`config.mk`:
```
export PLATFORM = sky130hd
export DESIGN_NAME = ack_tracker
export DESIGN_NICKNAME = d
export VERILOG_FILES = /design/src/rtl/ack_tracker.sv
export SDC_FILE = /design/constraint.sdc
export NUM_CORES = 1
export LEC_CHECK = 0
export BUFFER_PORTS_ARGS = -buffer_cell sky130_fd_sc_hd__clkbuf_2
export CAP_MARGIN = 20
export CORE_ASPECT_RATIO = 0.5
export CORE_MARGIN = 3
export CORE_UTILIZATION = 35
export DETAILED_ROUTE_END_ITERATION = 16
export GPL_TIMING_DRIVEN = 0
export PLACE_DENSITY_LB_ADDON = 0.12
export SLEW_MARGIN = 20
export SYNTH_ARGS = -nofsm -noshare
export SYNTH_HDL_FRONTEND = slang
export SYNTH_SLANG_ARGS = --single-unit
```
`constraint.sdc`:
```
create_clock -name clk -period 4.45 [get_ports clk]
set_input_delay 0.445 -clock clk [delete_from_list [all_inputs] [get_ports clk]]
set_output_delay 0.445 -clock clk [all_outputs]
set_load 0.03 [all_outputs]
```
`src/rtl/ack_tracker.sv`:
```
module ack_tracker #(
  parameter int N_DEST = 8,
  localparam int CW = $clog2(N_DEST + 1)
) (
  input  logic              clk,
  input  logic              rst_n,
  input  logic              fire_i,
  input  logic [N_DEST-1:0] reach_i,
  input  logic [N_DEST-1:0] eoi_i,
  input  logic              clear_i,
  input  logic              resync_i,
  input  logic [N_DEST-1:0] match_i,
  input  logic [N_DEST-1:0] pend_i,
  output logic [N_DEST-1:0] owed_o,
  output logic [CW-1:0]     owed_cnt_o,
  output logic              coalesced_o,
  output logic              underflow_o
);

  logic              idle;
  logic [N_DEST-1:0] owed_nxt;
  logic [CW-1:0]     cnt_nxt;

  assign idle        = (owed_cnt_o == '0);
  assign coalesced_o = fire_i & ~idle;
  assign underflow_o = (|eoi_i) & idle;

  always_comb begin
    if (clear_i)
      owed_nxt = '0;
    else if (resync_i)
      owed_nxt = (owed_o & ~match_i) | (match_i & pend_i);
    else if (idle) begin
      if (fire_i)
        owed_nxt = reach_i;
      else if (underflow_o)
        owed_nxt = match_i & pend_i;
      else
        owed_nxt = owed_o;
    end else
      owed_nxt = owed_o & ~eoi_i;
  end

  always_comb begin
    cnt_nxt = '0;
    for (int d = 0; d < N_DEST; d++)
      cnt_nxt = cnt_nxt + CW'(owed_nxt[d]);
  end

  always_ff @(posedge clk) begin
    if (!rst_n) begin
      owed_o     <= '0;
      owed_cnt_o <= '0;
    end else begin
      owed_o     <= owed_nxt;
      owed_cnt_o <= cnt_nxt;
    end
  end

endmodule


```
==> impl_metrics.env <==
export IMPL_drt_total_wl_mm=3.40
export IMPL_finalSetupViolCount=0
export IMPL_nNetsFinal=240
export IMPL_dieArea_um2=3830
export IMPL_cts_path_max_buffers=2
export IMPL_synth_most_common_cell="inv_1"
export IMPL_power_internal_mw=0.415
export IMPL_post_drt_via_cell_ratio=5.31
export IMPL_synthTopCellsByArea="dfxtp_1, a31oi_1, fa_1"
export IMPL_end_kind="flip-flop"
export IMPL_crit_path_frequent_cell="fa_1"
export IMPL_worst_r2r_endpoint="owed_cnt_o[2]$_SDFF_PN0_"
export IMPL_hold_depth=2
export IMPL_synth_cell_types=31
export IMPL_antenna_found_initial=0
export IMPL_synth_warning_count=0
export IMPL_crit_chain="or4_4 > buf_6 > a21oi_4 > buf_6 > nand3_1 > a31oi_4 > fa_1 > fa_1 > fa_1 > inv_1 > ha_1 > inv_1 > fa_1 > xnor2_1 > and2_1"
export IMPL_rrSetupSlack_ns=0.25
export IMPL_yosysTopAreaCell="dfxtp_1"
export IMPL_gr_total_overflow=0
export IMPL_synth_ff_type="dfxtp_1"
export IMPL_max_stage_delay_ns=0.53
export IMPL_dp_hpwl_mm=2.63
export IMPL_hold_buffers=0
export IMPL_synth_area_per_cell_um2=7.67
export IMPL_die_y_um=45.3
export IMPL_io_pins=51
export IMPL_yosysSeqAreaShare_pct=22.2
export IMPL_fmax_mhz=238
export IMPL_rsz0062_at_grt="no"
export IMPL_synth_commonest_cells="inv_1, a31oi_1, dfxtp_1"
export IMPL_outcome="completed"
export IMPL_hold_end="owed_o[0]$_SDFF_PN0_"
export IMPL_setup_slack_ns=0.246
export IMPL_cts_tree="built"
export IMPL_crit_arrival_ns=4.34
export IMPL_hp_class="input port to flip-flop"
export IMPL_cts_sinks=12
export IMPL_p_sw_share_pct=47.5
export IMPL_vdd_drop_max_v=0.000386
export IMPL_period_needed_ns=4.20
export IMPL_relSlewSlack_pct=64.3
export IMPL_grt_start_max_net_pins=11
export IMPL_syn_inst=141
export IMPL_cp_start_kind="flip-flop"
export IMPL_place_ws_ns=0.0732
export IMPL_synthArstFlopShare_pct=0
export IMPL_cp_max_fo=10
export IMPL_grt_total_usage_pct=18.6
export IMPL_r2r_start="owed_cnt_o[3]$_SDFF_PN0_"
export IMPL_fin_skew_ns=0.00375
export IMPL_reg2regPathDepth=15
export IMPL_clkLatencyLatePin_ns=0.24
export IMPL_crit_type="flip-flop to flip-flop"
export IMPL_final_hold_viol_count=0
export IMPL_cts_reportedPaths_clkPinSlew_ns=0.05
export IMPL_core_um2=2770
export IMPL_multiInputGateArea_um2=774
export IMPL_wl_per_cell_um=14.6
export IMPL_synth_edf_count=0
export IMPL_required_ns=4.58
export IMPL_hold_path_startpoint="rst_n"
export IMPL_drt_pass1_iterations=4
export IMPL_cts_buffers=3
export IMPL_cts_root_buf="clkbuf_8"
export IMPL_initial_core_util_pct=39.1
export IMPL_port_buffers=50
export IMPL_ant_nets=0
export IMPL_remaining_drc_errors=0
export IMPL_p_clk_share_pct=15.1
export IMPL_area_growth_pct=38.3
export IMPL_power_switching_mw=0.376
export IMPL_grt_pass1_vias=1172
export IMPL_htreeDepth=1
export IMPL_slew_violations=0
export IMPL_fill_cells=286
export IMPL_drive_gt1_share_pct=36.4
export IMPL_drv_cap=0
export IMPL_power_leakage_nw=0.711
export IMPL_seqCellArea_um2=240
export IMPL_place_inst=228
export IMPL_die_width_um=84.6
export IMPL_rows=13
export IMPL_grt_pass1_wl_mm=5.49
export IMPL_num_vias=1232
export IMPL_first_iter_violations=50
export IMPL_layout_cells_non_filler=232
export IMPL_synth_fp_nets=185
export IMPL_n_antenna_cell=0
export IMPL_worst_pin_slew_ns=0.531
export IMPL_gp_congestion=0.797
export IMPL_combinationalPowerShare_pct=66.1
export IMPL_design_area_um2=1500
export IMPL_post_route_period_util_pct=94.5
export IMPL_pwr_share_seq_pct=18.8
export IMPL_placed_area_um2=1380
export IMPL_synth_top_area_share_pct=22.2
export IMPL_slowest_stage="or4_4"
export IMPL_ys_seq_elements=12
export IMPL_netlist_area_um2=1080
export IMPL_post_cts_setup_buffers=0
export IMPL_powerDensity_nw_per_um2=529
export IMPL_finalSetupTns_ns=0
cell usage in the layout, fill, tap and decap left out, types with 2 or more instances in the layout:
cell,instances
clkbuf_2,50
inv_1,21
a31oi_1,12
dfxtp_1,12
nand2_1,9
and3_1,8
nand2b_1,8
nand3_1,8
nor2b_1,8
nor3_1,7
a2111oi_0,5
or3_1,4
and2_1,4
fa_1,4
clkbuf_8,4
clkbuf_1,3
or3_2,3
ha_1,3
nor4_1,2
buf_6,2
nor2_1,2
a31oi_4,2
cells by family (layout without fill, tap and decap cells):
family,count (synthesis),count (layout),synth area share (%)
and+or+nand+nor,66,66,35.3
buffers and inverters,29,83,11.9
AOI/OAI and AO/OA,26,26,18.9
DFF,12,12,22.2
adders and majority gates,7,7,10.9
xor gates and xnor gates,1,1,0.810
routing by layer:
layer  up-vias  part of all wire (%)  GRT usage [%]
li1        605                     -              -
met4         0                  0.91           6.62
met1       573                    43           24.6
met3         4                    10           4.92
met2        50                    46           29.9
met5         -                     0              0
state kept, by name (all words and copies together) (netlist names):
name	cells
owed_o	8
owed_cnt_o	4
timing repair:
action,in CTS,in global routing
resized for setup,0,9
setup endpoints to repair,0,2
hold endpoints to repair,0,0
worst max-delay path: cells and delay by family, from the launching register on:
| family | cells | cell delay, ns |
|---|---|---|
| flip-flops | 1 | 0.31 |
| AND/OR/NAND/NOR | 3 | 0.80 |
| adder cells (fa/ha/maj) | 5 | 1.93 |
| buffers and inverters | 4 | 0.48 |
| AO/OA/AOI/OAI | 2 | 0.45 |
| XOR/XNOR | 1 | 0.13 |
final cells by class:
class	instances	share of cell area, %
flip-flops and latches	12	16.1
inverters	22	5.52
clock buffers	4	3.68
plain buffers	7	3.10
repair buffers	50	16.7
well taps	37	3.10
multi-input cells	100	51.8
worst max-delay path by stage:
| stage | start | endpoint | slack (ns) |
|---|---|---|---|
| after floorplan | owed_cnt_o[3]$_SDFF_PN0_ | owed_cnt_o[2]$_SDFF_PN0_ | 0.29 |
| after global placement | owed_cnt_o[3]$_SDFF_PN0_ | owed_cnt_o[2]$_SDFF_PN0_ | 0.08 |
| after detailed placement | owed_cnt_o[3]$_SDFF_PN0_ | owed_cnt_o[2]$_SDFF_PN0_ | 0.07 |
| after CTS | owed_cnt_o[3]$_SDFF_PN0_ | owed_cnt_o[2]$_SDFF_PN0_ | 0.04 |
| after global routing | owed_cnt_o[3]$_SDFF_PN0_ | owed_cnt_o[2]$_SDFF_PN0_ | 0.007 |
| final | owed_cnt_o[3]$_SDFF_PN0_ | owed_cnt_o[2]$_SDFF_PN0_ | 0.25 |
power groups by stage:
stage	sequential [mW]	clock (mW)	combinational (mW)
after floorplan	0.187	0	0.318
after global placement	0.150	0	0.485
after detailed placement	0.151	0	0.486
after CTS	0.149	0.122	0.491
after global routing	0.152	0.129	0.589
final	0.149	0.119	0.522
through the flow:
| stage | total power [mW] | hold slack [ns] | util (%) |
|---|---|---|---|
| after floorplan | 0.505 | 0.573 | - |
| after global placement | 0.636 | 0.694 | 49.8 |
| after detailed placement | 0.637 | 0.691 | 49.8 |
| after CTS | 0.762 | 0.438 | 51.8 |
| after global routing | 0.869 | 0.475 | 54.1 |
| final | 0.791 | 0.448 | 54.1 |
Power figures use the tool's default switching activity.
